--- src/rtl/p2s_pkg.sv ---
`timescale 1ns/1ps
package p2s_pkg;

  // Control code of the universal shift register.
  typedef enum logic [1:0] {
    MODE_HOLD = 2'b00,
    MODE_SHR  = 2'b01,  // stage i <- stage i-1, stage 0 <- sin_r
    MODE_SHL  = 2'b10,  // stage i <- stage i+1, top stage <- sin_l
    MODE_LOAD = 2'b11   // parallel load
  } sr_mode_e;

endpackage

--- src/rtl/p2s_rst_sync.sv ---
`timescale 1ns/1ps
module p2s_rst_sync #(
  parameter int unsigned STAGES = 2
) (
  input  logic clk,
  input  logic arst_n,
  output logic rst_n_o
);

  localparam int unsigned TOP = STAGES - 1;

  logic [STAGES-1:0] sync_q;
  logic [STAGES-1:0] sync_d;

  always_comb begin
    sync_d = {sync_q[TOP-1:0], 1'b1};
  end

  always_ff @(posedge clk or negedge arst_n) begin
    if (!arst_n) begin
      sync_q <= '0;
    end else begin
      sync_q <= sync_d;
    end
  end

  assign rst_n_o = sync_q[TOP];

endmodule

--- src/rtl/p2s_ushift.sv ---
`timescale 1ns/1ps
module p2s_ushift
  import p2s_pkg::*;
#(
  parameter int unsigned      W       = 8,
  parameter logic [W-1:0]     RST_VAL = '0
) (
  input  logic          clk,
  input  logic          rst_n,
  input  sr_mode_e      mode,
  input  logic          sin_r,
  input  logic          sin_l,
  input  logic [W-1:0]  pdata,
  output logic [W-1:0]  q
);

  localparam int unsigned TOP = W - 1;

  logic [W-1:0] q_r;
  logic [W-1:0] q_nxt;
  logic         en;

  // Per-stage next-value selection.
  for (genvar i = 0; i < W; i++) begin : g_stage
    logic from_low;
    logic from_high;
    logic nxt;

    if (i == 0) begin : g_bottom
      assign from_low = sin_r;
    end else begin : g_mid_low
      assign from_low = q_r[i-1];
    end

    if (i == TOP) begin : g_top
      assign from_high = sin_l;
    end else begin : g_mid_high
      assign from_high = q_r[i+1];
    end

    always_comb begin
      unique case (mode)
        MODE_SHR:  nxt = from_low;
        MODE_SHL:  nxt = from_high;
        MODE_LOAD: nxt = pdata[i];
        default:   nxt = q_r[i];
      endcase
    end

    assign q_nxt[i] = nxt;
  end

  assign en = (mode != MODE_HOLD);

  always_ff @(posedge clk or negedge rst_n) begin
    if (!rst_n) begin
      q_r <= RST_VAL;
    end else if (en) begin
      q_r <= q_nxt;
    end
  end

  assign q = q_r;

  // a load edge leaves the sampled parallel word in the stages
  p_load_r3: assert property (@(posedge clk) disable iff (!rst_n)
    (rst_n && mode == MODE_LOAD) |=> (q_r == $past(pdata)));

  // a right shift moves every stage up by one and inserts sin_r
  p_shift_r4: assert property (@(posedge clk) disable iff (!rst_n)
    (rst_n && mode == MODE_SHR) |=> (q_r == {$past(q_r[TOP-1:0]), $past(sin_r)}));

endmodule

--- src/rtl/p2s_done_det.sv ---
`timescale 1ns/1ps
module p2s_done_det
  import p2s_pkg::*;
#(
  parameter int unsigned W = 7
) (
  input  logic          start_n,
  input  logic [W-1:0]  low_stages,
  output logic          done,
  output sr_mode_e      mode
);

  // Completion: the marker zero has left every watched stage.
  assign done = &low_stages;

  always_comb begin
    if (!start_n || done) begin
      mode = MODE_LOAD;
    end else begin
      mode = MODE_SHR;
    end
  end

endmodule

--- src/rtl/p2s_restart_ser.sv ---
`timescale 1ns/1ps
module p2s_restart_ser
  import p2s_pkg::*;
#(
  parameter int unsigned DATA_W      = 7,
  parameter int unsigned SYNC_STAGES = 2
) (
  input  logic              clk,
  input  logic              rst_n,
  input  logic              start_n,
  input  logic [DATA_W-1:0] din,
  output logic              sout,
  output logic              done
);

  localparam int unsigned        REG_W     = DATA_W + 1;
  localparam int unsigned        OUT_IDX   = REG_W - 1;
  localparam logic [REG_W-1:0]   IDLE_PATT = {1'b0, {DATA_W{1'b1}}};

  logic             rst_core_n;
  sr_mode_e         mode;
  logic [REG_W-1:0] stages;
  logic             det;

  p2s_rst_sync #(
    .STAGES (SYNC_STAGES)
  ) u_rst_sync (
    .clk     (clk),
    .arst_n  (rst_n),
    .rst_n_o (rst_core_n)
  );

  p2s_ushift #(
    .W       (REG_W),
    .RST_VAL (IDLE_PATT)
  ) u_shreg (
    .clk   (clk),
    .rst_n (rst_core_n),
    .mode  (mode),
    .sin_r (1'b1),
    .sin_l (1'b0),
    .pdata ({din, 1'b0}),
    .q     (stages)
  );

  p2s_done_det #(
    .W (DATA_W)
  ) u_done_det (
    .start_n    (start_n),
    .low_stages (stages[DATA_W-1:0]),
    .done       (det),
    .mode       (mode)
  );

  assign sout = stages[OUT_IDX];
  assign done = det;

  // the gap cycle always presents the marker zero
  p_gap_silent_r5: assert property (@(posedge clk) disable iff (!rst_core_n)
    (rst_core_n && done) |-> !sout);

  // completion is followed by a reload, never by a second gap cycle
  p_gap_once_r6: assert property (@(posedge clk) disable iff (!rst_core_n)
    (rst_core_n && done) |=> !done);

  // a start request restarts the word from its top data bit
  p_abort_r9: assert property (@(posedge clk) disable iff (!rst_core_n)
    (rst_core_n && !start_n) |=> (!done && sout == $past(din[DATA_W-1])));

endmodule

--- config.mk ---
export PLATFORM = sky130hd
export DESIGN_NAME = p2s_restart_ser
export DESIGN_NICKNAME = d
export VERILOG_FILES = /design/src/rtl/p2s_pkg.sv /design/src/rtl/p2s_rst_sync.sv /design/src/rtl/p2s_ushift.sv /design/src/rtl/p2s_done_det.sv /design/src/rtl/p2s_restart_ser.sv
export SDC_FILE = /design/constraint.sdc
export NUM_CORES = 1
export LEC_CHECK = 0
export BUFFER_PORTS_ARGS = -buffer_cell sky130_fd_sc_hd__buf_2
export CAP_MARGIN = 20
export CORE_MARGIN = 2
export CORE_UTILIZATION = 31
export DETAILED_ROUTE_END_ITERATION = 16
export SLEW_MARGIN = 5
export SYNTH_ARGS = -nofsm -noshare
export SYNTH_HDL_FRONTEND = slang
export SYNTH_SLANG_ARGS = --single-unit
--- constraint.sdc ---
create_clock -name clk -period 2.5 [get_ports clk]
set_input_delay 0.375 -clock clk [delete_from_list [all_inputs] [get_ports clk]]
set_output_delay 0.375 -clock clk [all_outputs]
set_load 0.05 [all_outputs]
==> results.toml <==
[clocking]
h-tree-depth = 1
clk_pin_slew_ns = 0.06
cts.repair.resized = 0
post_cts_buffers = 0
clock_sinks = 10
cts_made_buffers = 3
cts_tree = "yes"
clockRootBuffer = "clkbuf_4"
ctsHoldBuffers = 1
cts_buffer_depth = 2
clk_latency_ns = 0.26

[sta]
setup_viol = 0
setup_slack_ns = 0.791
fin_tns_setup_ns = 0
rsz0062_at_grt = "false"
hold_viol = 0
period_share_pct = 68.4
slew_viol_final = 0
worst_clock_skew_ns = 0.00175
min_period_ns = 1.71
timing.fmax_mhz = 585

[setup_path]
cp_max_fo = 5
cp-end-kind = "primary output"
critical_path_class = "flip-flop to primary output"
startpoint_type = "flip-flop"
crit_required_ns = 2.12
r2r_setup_slack_ns = 1.15
arrival_ns = 1.33

[floorplan]
fp.dieArea_um2 = 1720
pin_count = 12
rows = 13
initial_core_util_pct = 33.4
core_um2 = 1300
die_y_um = 41.4
die_x_um = 41.4

[finish]
syn_to_final_growth_pct = 27.7
antennaDiodeCount = 0
drive_above_1_share_pct = 45.3
final_nets = 64
final_cell_mix = "11 x buf_2, 7 x dfstp_2, 4 x inv_1"
final_common_cell = "buf_2"

[global_routing]
overflow = 0
grt_max_degree = 9
grt_pass1_wl_mm = 1.17
antenna_found_initial = 0
grt_util_all_layers_pct = 9.89
grt_pass1_vias = 289

[worst_hold_path]
hold_path.class = "flip-flop to asynchronous set/reset pin"

[placed_design]
gp_congestion = 0.780
dpl.hpwl_um = 533
dp_slack_ns = 1.06
portBuffers = 11

[synth]
yosys_warnings = 0
synth_area_um2 = 434
synthCells = 37
synth.distinct_cells = 15
syn_nets = 47
ys_ff_latch = 10
seq_area_frac_synth_pct = 59.7
syn_avg_cell_area_um2 = 11.7

[drt]
num_vias = 306
postRouteAntennaNets = 0
vias_per_cell = 4.50
drt_iter0_drc = 5
finalWirelength_um = 712
routedWlPerCell_um = 10.5
drcViolationCount = 0
drt-pass1-iter-count = 5

[power]
max-vdd-ir-drop_mv = 0.291
leakagePower_nw = 0.255
p_per_area_nw_per_um2 = 687

[flow_run]
maxCapViolations = 0

[run_status]
status = "finished clean"
[metal layers]
metal	vias up	track usage (%)	wire length (um)
met5	-	0	0
li1	153	-	-
met3	0	7.83	47
met1	144	9.81	310
met4	0	5.81	0
met2	9	14.4	354
[state kept, by name, summed over array words and instances, names as in the netlist]
name	cells
u_rst_sync.sync_q	2
u_shreg.q	8
[logic make-up (layout without fill, tap and decap cells)]
group / count (synthesis) / count (layout) / synth area share, %
and+or+nand+nor: 13 / 13 / 17.9
buffers and inverters: 4 / 20 / 3.46
other: 1 / 1 / 0.864
muxes: 4 / 4 / 9.80
AOI/OAI and AO/OA: 5 / 5 / 8.36
DFF: 10 / 10 / 59.7
[per-stage QoR]
step                      total power, mW  instances  utilization, %  area (um2)  hold WS [ns]
after detailed placement            0.241         63            39.0         508         0.139
after floorplan                     0.224         37               -         434        0.0794
after global placement              0.240         63            39.0         508         0.129
final                               0.381         68            42.6         554         0.130
after global routing                0.405         68            42.6         554         0.168
after CTS                           0.388         68            42.6         554         0.147
[synthesized netlist by cell type]
master | instances | area share (%)
inv_1 | 4 | 3.5
mux2i_1 | 2 | 4.6
nor3_1 | 2 | 2.3
nand2_1 | 3 | 2.6
mux2_1 | 2 | 5.2
nand4_4 | 1 | 4.9
o21ai_1 | 1 | 1.2
nor2_1 | 3 | 2.6
conb_1 | 1 | 0.86
dfstp_2 | 7 | 42
o21ai_4 | 1 | 3.7
dfrtp_1 | 3 | 17
nand3_1 | 1 | 1.2
a21oi_1 | 3 | 3.5
nor2b_1 | 3 | 4.3
[critical path: stages (launching register included)]
cell	delay (ns)
dfstp_2	0.55
nand4_4	0.14
nor2_1	0.12
buf_2	0.26
[path summary, 6_finish.rpt]
path / from / endpoint / cells after the start
worst max-delay path: u_shreg.q[1] / done / 3
worst min-delay path: u_rst_sync.sync_q[1] / u_shreg.q[7] / 0
worst max register to register: u_shreg.q[1] / u_shreg.q[4] / 3
worst min register to register: u_rst_sync.sync_q[1] / u_shreg.q[7] / 0
max in group asynchronous: rst_n / u_rst_sync.sync_q[0] / 2
min in group clk: din[1] / u_shreg.q[2] / 3
[power breakdown]
group | internal [mW] | switching [mW] | total, mW
sequential | 0.183 | 0.0133 | 0.197
clock | 0.0884 | 0.0533 | 0.142
combinational | 0.0187 | 0.0234 | 0.0422
[layout make-up]
class | count | area [um2]
Timing Repair Buffer | 12 | 65.1
Fill cell | 132 | 747
Tap cell | 15 | 18.8
Multi-Input combinational cell | 23 | 160
Sequential cell | 10 | 259
Clock buffer | 4 | 36.3
Inverter | 4 | 15.0
Power figures use the tool's default switching activity.
